**src/rtl/lvlirq_pkg.sv**
```systemverilog
package lvlirq_pkg;

    localparam int LINES  = 32;
    localparam int PRIO_W = 6;

    // global register byte offsets
    localparam logic [11:0] A_REV   = 12'h000;
    localparam logic [11:0] A_SYSC  = 12'h010;
    localparam logic [11:0] A_STAT  = 12'h014;
    localparam logic [11:0] A_ICODE = 12'h040;
    localparam logic [11:0] A_FCODE = 12'h044;
    localparam logic [11:0] A_CTRL  = 12'h048;
    localparam logic [11:0] A_IDLE  = 12'h050;

    localparam logic [31:0] REV_VAL = 32'h0000_0021;

    // word index inside a bank window
    localparam logic [2:0] B_IN   = 3'd0;
    localparam logic [2:0] B_MASK = 3'd1;
    localparam logic [2:0] B_MCLR = 3'd2;
    localparam logic [2:0] B_MSET = 3'd3;
    localparam logic [2:0] B_SWS  = 3'd4;
    localparam logic [2:0] B_SWC  = 3'd5;
    localparam logic [2:0] B_PIRQ = 3'd6;
    localparam logic [2:0] B_PFIQ = 3'd7;

    typedef struct packed {
        logic [LINES-1:0]             inp;
        logic [LINES-1:0]             mask;
        logic [LINES-1:0]             swi;
        logic [LINES-1:0]             pend;
        logic [LINES-1:0]             fiq;
        logic [LINES-1:0][PRIO_W-1:0] prio;
    } bank_st_t;

    localparam bank_st_t BANK_RST = '{inp: '0, mask: '1, swi: '0,
                                      pend: '0, fiq: '0, prio: '0};

    typedef struct packed {
        logic       autoidle;
        logic [1:0] idle;
        logic       gmask;
        logic       rearm_irq;
        logic       rearm_fiq;
    } glob_st_t;

    localparam glob_st_t GLOB_RST = '{autoidle: 1'b0, idle: 2'b00, gmask: 1'b0,
                                      rearm_irq: 1'b0, rearm_fiq: 1'b0};

endpackage

```
**src/rtl/lvlirq_bank.sv**
```systemverilog
module lvlirq_bank
    import lvlirq_pkg::*;
(
    input  logic                         clk,
    input  logic                         rst_n,
    input  logic                         soft_rst,
    input  logic [LINES-1:0]             irq_i,
    input  logic                         wr_mask,
    input  logic                         wr_mclr,
    input  logic                         wr_mset,
    input  logic                         wr_sset,
    input  logic                         wr_sclr,
    input  logic                         wr_line,
    input  logic [4:0]                   line_idx,
    input  logic [31:0]                  wdata,
    output logic [LINES-1:0]             in_o,
    output logic [LINES-1:0]             mask_o,
    output logic [LINES-1:0]             swi_o,
    output logic [LINES-1:0]             pend_o,
    output logic [LINES-1:0]             fiq_o,
    output logic [LINES-1:0][PRIO_W-1:0] prio_o
);

    bank_st_t         st_d, st_q;
    logic [LINES-1:0] rise, fall;

    assign rise = irq_i & ~st_q.inp;
    assign fall = ~irq_i & st_q.inp;

    always_comb begin
        st_d = st_q;
        if (wr_mask) st_d.mask = wdata;
        if (wr_mclr) st_d.mask = st_q.mask & ~wdata;
        if (wr_mset) st_d.mask = st_q.mask | wdata;
        if (wr_sset) begin
            st_d.swi  = st_q.swi | wdata;
            st_d.pend = st_q.pend | wdata;
        end
        if (wr_sclr) begin
            st_d.swi  = st_q.swi & ~wdata;
            st_d.pend = st_d.swi & st_q.inp;
        end
        if (wr_line) begin
            st_d.prio[line_idx] = wdata[7:2];
            st_d.fiq[line_idx]  = wdata[0];
        end
        // level tracking: a new request sets, a dropped request falls back to software
        st_d.pend = ((st_d.pend | rise) & ~fall) | (fall & st_d.swi);
        st_d.inp  = irq_i;
        if (soft_rst) st_d = BANK_RST;
    end

    always_ff @(posedge clk) begin
        if (!rst_n) st_q <= BANK_RST;
        else        st_q <= st_d;
    end

    assign in_o   = st_q.inp;
    assign mask_o = st_q.mask;
    assign swi_o  = st_q.swi;
    assign pend_o = st_q.pend;
    assign fiq_o  = st_q.fiq;
    assign prio_o = st_q.prio;

endmodule

```
**src/rtl/lvlirq_glob.sv**
```systemverilog
module lvlirq_glob
    import lvlirq_pkg::*;
(
    input  logic       clk,
    input  logic       rst_n,
    input  logic       soft_rst,
    input  logic       wr_sysc,
    input  logic       wr_ctrl,
    input  logic       wr_idle,
    input  logic [2:0] wbits,
    output logic       autoidle_o,
    output logic [1:0] idle_o,
    output logic       gmask_o,
    output logic       rearm_irq_o,
    output logic       rearm_fiq_o
);

    glob_st_t st_d, st_q;

    always_comb begin
        st_d           = st_q;
        st_d.rearm_irq = 1'b0;
        st_d.rearm_fiq = 1'b0;
        if (wr_sysc) st_d.autoidle = wbits[0];
        if (wr_idle) st_d.idle = wbits[1:0];
        if (wr_ctrl) begin
            st_d.gmask     = wbits[2];
            st_d.rearm_irq = wbits[0];
            st_d.rearm_fiq = wbits[1];
        end
        if (soft_rst) st_d = GLOB_RST;
    end

    always_ff @(posedge clk) begin
        if (!rst_n) st_q <= GLOB_RST;
        else        st_q <= st_d;
    end

    assign autoidle_o  = st_q.autoidle;
    assign idle_o      = st_q.idle;
    assign gmask_o     = st_q.gmask;
    assign rearm_irq_o = st_q.rearm_irq;
    assign rearm_fiq_o = st_q.rearm_fiq;

endmodule

```
**src/rtl/lvlirq_regfe.sv**
```systemverilog
module lvlirq_regfe
    import lvlirq_pkg::*;
#(
    parameter  int NUM_BANKS = 4,
    localparam int NL        = NUM_BANKS * LINES,
    localparam int CODE_W    = $clog2(NL)
) (
    input  logic                 clk,
    input  logic                 rst_n,
    input  logic                 wr_en,
    input  logic                 rd_en,
    input  logic [11:0]          addr,
    input  logic [31:0]          wdata,
    output logic [31:0]          rdata_o,
    input  logic [NL-1:0]        irq_i,
    input  logic [CODE_W-1:0]    irq_code_i,
    input  logic [CODE_W-1:0]    fiq_code_i,
    output logic [NL-1:0]        pend_irq_o,
    output logic [NL-1:0]        pend_fiq_o,
    output logic [NL*PRIO_W-1:0] prio_o,
    output logic                 gmask_o,
    output logic                 rearm_irq_o,
    output logic                 rearm_fiq_o
);

    localparam logic [4:0] NB5 = 5'(NUM_BANKS);

    // address decode
    logic       aligned, in_bank, in_line, soft_rst;
    logic [4:0] blk, lblk;
    logic [1:0] bsel, lb;
    logic [2:0] breg;
    logic [4:0] lidx;

    assign aligned  = (addr[1:0] == 2'b00);
    assign blk      = addr[11:7];
    assign bsel     = addr[6:5];
    assign breg     = addr[4:2];
    assign lidx     = addr[6:2];
    assign lblk     = blk - 5'd2;
    assign lb       = lblk[1:0];
    assign in_bank  = aligned && (blk == 5'd1) && ({3'b000, bsel} < NB5);
    assign in_line  = aligned && (blk >= 5'd2) && (lblk < NB5);
    assign soft_rst = wr_en && aligned && (addr == A_SYSC) && wdata[1];

    // bank state
    logic [LINES-1:0]             b_in   [NUM_BANKS];
    logic [LINES-1:0]             b_mask [NUM_BANKS];
    logic [LINES-1:0]             b_swi  [NUM_BANKS];
    logic [LINES-1:0]             b_pend [NUM_BANKS];
    logic [LINES-1:0]             b_fiq  [NUM_BANKS];
    logic [LINES-1:0][PRIO_W-1:0] b_prio [NUM_BANKS];

    logic       g_autoidle, g_gmask;
    logic [1:0] g_idle;

    for (genvar b = 0; b < NUM_BANKS; b++) begin : g_bank
        logic bwr, lwr;
        assign bwr = wr_en && in_bank && (bsel == 2'(b));
        assign lwr = wr_en && in_line && (lblk == 5'(b));

        lvlirq_bank u_bank (
            .clk      (clk),
            .rst_n    (rst_n),
            .soft_rst (soft_rst),
            .irq_i    (irq_i[b*LINES +: LINES]),
            .wr_mask  (bwr && (breg == B_MASK)),
            .wr_mclr  (bwr && (breg == B_MCLR)),
            .wr_mset  (bwr && (breg == B_MSET)),
            .wr_sset  (bwr && (breg == B_SWS)),
            .wr_sclr  (bwr && (breg == B_SWC)),
            .wr_line  (lwr),
            .line_idx (lidx),
            .wdata    (wdata),
            .in_o     (b_in[b]),
            .mask_o   (b_mask[b]),
            .swi_o    (b_swi[b]),
            .pend_o   (b_pend[b]),
            .fiq_o    (b_fiq[b]),
            .prio_o   (b_prio[b])
        );

        assign pend_irq_o[b*LINES +: LINES] = g_gmask ? '0 : (b_pend[b] & ~b_mask[b] & ~b_fiq[b]);
        assign pend_fiq_o[b*LINES +: LINES] = g_gmask ? '0 : (b_pend[b] & ~b_mask[b] & b_fiq[b]);
        assign prio_o[b*LINES*PRIO_W +: LINES*PRIO_W] = b_prio[b];
    end

    lvlirq_glob u_glob (
        .clk         (clk),
        .rst_n       (rst_n),
        .soft_rst    (soft_rst),
        .wr_sysc     (wr_en && aligned && (addr == A_SYSC)),
        .wr_ctrl     (wr_en && aligned && (addr == A_CTRL)),
        .wr_idle     (wr_en && aligned && (addr == A_IDLE)),
        .wbits       (wdata[2:0]),
        .autoidle_o  (g_autoidle),
        .idle_o      (g_idle),
        .gmask_o     (g_gmask),
        .rearm_irq_o (rearm_irq_o),
        .rearm_fiq_o (rearm_fiq_o)
    );

    assign gmask_o = g_gmask;

    // read path
    logic [31:0] rd_val, rdata_d, rdata_q;

    always_comb begin
        rd_val = '0;
        if (in_bank) begin
            unique case (breg)
                B_IN:   rd_val = b_in[bsel];
                B_MASK: rd_val = b_mask[bsel];
                B_SWS:  rd_val = b_swi[bsel];
                B_PIRQ: rd_val = b_pend[bsel] & ~b_mask[bsel] & ~b_fiq[bsel];
                B_PFIQ: rd_val = b_pend[bsel] & ~b_mask[bsel] & b_fiq[bsel];
                B_MCLR, B_MSET, B_SWC: rd_val = '0;
            endcase
        end else if (in_line) begin
            rd_val = {24'b0, b_prio[lb][lidx], 1'b0, b_fiq[lb][lidx]};
        end else if (aligned) begin
            case (addr)
                A_REV:   rd_val = REV_VAL;
                A_SYSC:  rd_val = {31'b0, g_autoidle};
                A_STAT:  rd_val = 32'd1;
                A_ICODE: rd_val = 32'(irq_code_i);
                A_FCODE: rd_val = 32'(fiq_code_i);
                A_CTRL:  rd_val = {29'b0, g_gmask, 2'b00};
                A_IDLE:  rd_val = {30'b0, g_idle};
                default: rd_val = '0;
            endcase
        end
    end

    assign rdata_d = rd_en ? rd_val : '0;

    always_ff @(posedge clk) begin
        if (!rst_n) rdata_q <= '0;
        else        rdata_q <= rdata_d;
    end

    assign rdata_o = rdata_q;

endmodule

```
**config.mk**
```make
export PLATFORM = sky130hd
export DESIGN_NAME = lvlirq_regfe
export DESIGN_NICKNAME = d
export VERILOG_FILES = /design/src/rtl/lvlirq_pkg.sv /design/src/rtl/lvlirq_bank.sv /design/src/rtl/lvlirq_glob.sv /design/src/rtl/lvlirq_regfe.sv
export SDC_FILE = /design/constraint.sdc
export NUM_CORES = 2
export LEC_CHECK = 0
export ABC_AREA = 1
export ABC_CLOCK_PERIOD_IN_PS = 3860
export BUFFER_PORTS_ARGS = -buffer_cell sky130_fd_sc_hd__buf_2
export CORE_AREA = 2 2 493 495
export CTS_BUF_LIST = sky130_fd_sc_hd__clkbuf_8
export CTS_CLUSTER_SIZE = 20
export DETAILED_ROUTE_END_ITERATION = 16
export DIE_AREA = 0 0 495 497
export PLACE_DENSITY = 0.56
export SKIP_CTS_REPAIR_TIMING = 1
export SYNTH_ARGS = -nofsm -noshare
export SYNTH_HDL_FRONTEND = slang
export SYNTH_HIERARCHICAL = 1
export SYNTH_SLANG_ARGS = --single-unit
```
**constraint.sdc**
```tcl
create_clock -name clk -period 3.86 [get_ports clk]
set_clock_uncertainty 0.1 [all_clocks]
set_input_delay 0.193 -clock clk [delete_from_list [all_inputs] [get_ports clk]]
set_output_delay 0.193 -clock clk [all_outputs]
set_load 0.01 [all_outputs]
```
==> results.toml <==
[logic_synthesis]
async_reset_ff_share_pct = 0
synth-edff-count = 0
synth-compound-area-share_pct = 5.39
synth_area_leader_cell = "dfxtp_1"
ys.flop_type = "dfxtp_1"
synth.area.top_cells = "dfxtp_1, nand2_1, nor2_1"
synthesis.nets = 13100
yosysMostFrequentCell = "nand2_1"
synth_common_cells = "nand2_1, nor2_1, dfxtp_1, inv_1, nand3_1"
synth_seq_cells = 1446
syn_area_um2 = 77400
synth-adder-area-share_pct = 0.0323
syn_inst = 12908
synthMuxAreaShare_pct = 0
synth.top_cell.area_share_pct = 37.4
synth_top_family_by_area = "simple AND/OR/NAND/NOR gates"
synth_xor_area_share_pct = 1.82
syn-mean-instance-area_um2 = 6.00
ys_warn_count = 6
yosys.area_share.simple_pct = 45.8
ys_seq_area_share_pct = 37.4
yosys.cell_types.count = 47

[worst_setup_path]
slowest_stage = "nand3b_1"
start_kind = "register"
cp_top_family = "simple AND/OR/NAND/NOR gates"
worstPathRequired_ps = 3570
crit_fanout = 59
crit_chain = "clkinv_2 -> buf_6 -> nand3b_1 -> nor2_1 -> buf_2"
critical_path_class = "reg2out"
cp-end-kind = "output pin"
slowest_delay_ps = 680
worstPathArrival_ps = 3530
critPathBufInv = 3

[floorplanning]
start_util_pct = 32.2
die_w_um = 495
dieArea_um2 = 246000
ioPinCount = 1249
num_rows = 180
coreArea_um2 = 240000
die_h_um = 497

[global_routing]
grt_max_degree = 125
gr-total-overflow = 0
grt_pass1_wl_um = 715000
grt_pass1_vias = 80871
grt_usage_pct = 42.4
grt_antenna_before_repair = 89

[detailed_routing]
drt_pass1_iterations = 8
vias = 94791
route.met3.wl_um = 60200
wl_per_cell_um = 30.9
wl_met2_um = 234000
drt_wl_total_um = 549000
wl_met1_um = 188000
drc = 0
drtIter0Drc = 12961
viasPerCell = 5.33
routed.top_layer = "met5"
antenna_left = 0

[sta]
rsz0062_at_grt = "no"
setup_viol = 0
hold_ws_ps = -67.4
timing.fmax_mhz = 262
tns_ps = 0
finalCriticalPeriod_ps = 3820
hold_viol = 31
fin_crit_sh_pct = 99.1
maxSlewViolCount = 3
worst_pin_slew_ps = 1560
maxSlewHeadroom_pct = -4.13

[clocking]
cts-htree-levels = 5
worstSkewPairLatency_ps = 1140
cts_buffer_depth = 4
cts-root-buf = "clkbuf_8"
cts_tree = "done"
cts.sinks = 1446
clkTransAtPathRegs_ps = 60
cts_buffers = 289

[power_and_ir_drop]
ir_drop_mv = 0.257
leakage_uw = 0.0468
power_density_nw_per_um2 = 358

[placement]
portBuffers = 1248
placed_area_um2 = 87600
gp_congestion = 1.05
dpl.cell_count = 16949
hpwl_um = 416000

[worst_hold_path]
worstHoldPathType = "in2reg"

[cells_and_area]
nFillCells = 26837
final_area_um2 = 96400
layout.cells.non_filler = 17799
finish.net_count = 14581
finish.utilization_pct = 40.1
drive_gt1_share_pct = 15.1
area_delta_synth_final_pct = 24.5

[run_status]
status = "finished, violations left"
violations = "negative hold slack, max-capacitance violations, max-slew violations"

[job]
cap_violations = 1
==> stage by stage <==
step | worst slack (ps) | total power [µW] | hold WS, ps
floorplan | 989 | 17400 | 205
global placement | -19.7 | 18800 | 341
detailed placement | -52.6 | 18800 | 345
CTS | -94.0 | 34000 | -767
global route | 172 | 35300 | -3.53
finish | 36.1 | 34500 | -67.4
==> power by group <==
group / internal [µW] / switching (µW)
registers: 15100 / 183
logic: 1040 / 2610
clock network: 8080 / 7440
total: 24200 / 10200
==> layer usage <==
| metal | track usage (%) | vias up |
|---|---|---|
| met2 | 64.1 | 6507 |
| met3 | 11.7 | 1792 |
| met5 | 0 | - |
| met1 | 47.0 | 43823 |
| li1 | - | 42609 |
| met4 | 42.4 | 60 |
==> state kept, by name, indices dropped and copies added (netlist names), 2 cells and up <==
signal                cells
u_glob/idle_o             2
g_bank.u_bank/prio_o    768
g_bank.u_bank/mask_o    128
g_bank.u_bank/fiq_o     128
g_bank.u_bank/pend_o    128
g_bank.u_bank/in_o      128
rdata_o                  32
g_bank.u_bank/swi_o     128
==> cells by family (layout without fill, tap and decap cells) <==
kind of cell / count (synthesis) / count (layout)
other: 0 / 47
buffers and inverters: 1818 / 3477
xor gates and xnor gates: 161 / 161
AOI/OAI and AO/OA: 658 / 658
DFF: 1446 / 1446
and+or+nand+nor: 8823 / 8823
adders and majority gates: 2 / 2
==> layout make-up <==
class / instances / area, µm² / area share, %
Timing Repair Buffer: 1899 / 12600 / 13.1
Sequential cell: 1446 / 29000 / 30.0
Inverter: 1109 / 4180 / 4.34
Clock inverter: 124 / 546 / 0.566
Clock buffer: 345 / 4750 / 4.93
Multi-Input combinational cell: 9644 / 41200 / 42.8
Antenna cell: 47 / 118 / 0.122
Tap cell: 3185 / 3990 / 4.13
==> cell usage in the layout (no fill, tap or decap), types with 11 or more instances in the layout <==
cell / n
a221oi_1: 24
o221ai_1: 33
dfxtp_1: 1445
nor3_1: 11
diode_2: 47
inv_1: 1138
nor2_1: 3272
a21oi_1: 225
clkbuf_8: 345
nand4_1: 250
nand3_1: 375
nor2_2: 85
o22ai_1: 46
buf_12: 51
inv_2: 51
buf_2: 1243
nand3_4: 12
nand2_1: 4613
nand3b_1: 24
a211oi_1: 14
xnor2_1: 129
clkinv_2: 26
nor2_4: 53
nor4_1: 73
a22oi_1: 170
nand3_2: 32
buf_4: 270
dlygate4sd3_1: 333
o21ai_0: 89
xor2_1: 32
==> tightest hold or removal path: stages <==
cell and delay [ps]:
dlygate4sd3_1 530, buf_2 110, nor2_1 50, nand2_1 60
nand2_1 40, nor2_1 80
==> final timing paths <==
check,startpoint,to,slack [ps],cells after the start
setup / recovery,u_glob/gmask_o,pend_irq_o[112],40,5
hold reg to reg,u_glob/idle_o[0],u_glob/idle_o[0],380,2
hold / removal,irq_i[125],g_bank[3].u_bank/pend_o[29],-70,6
setup reg to reg,g_bank[0].u_bank/prio_o[179],rdata_o[7],840,12
(Power assumes the default switching activity.)
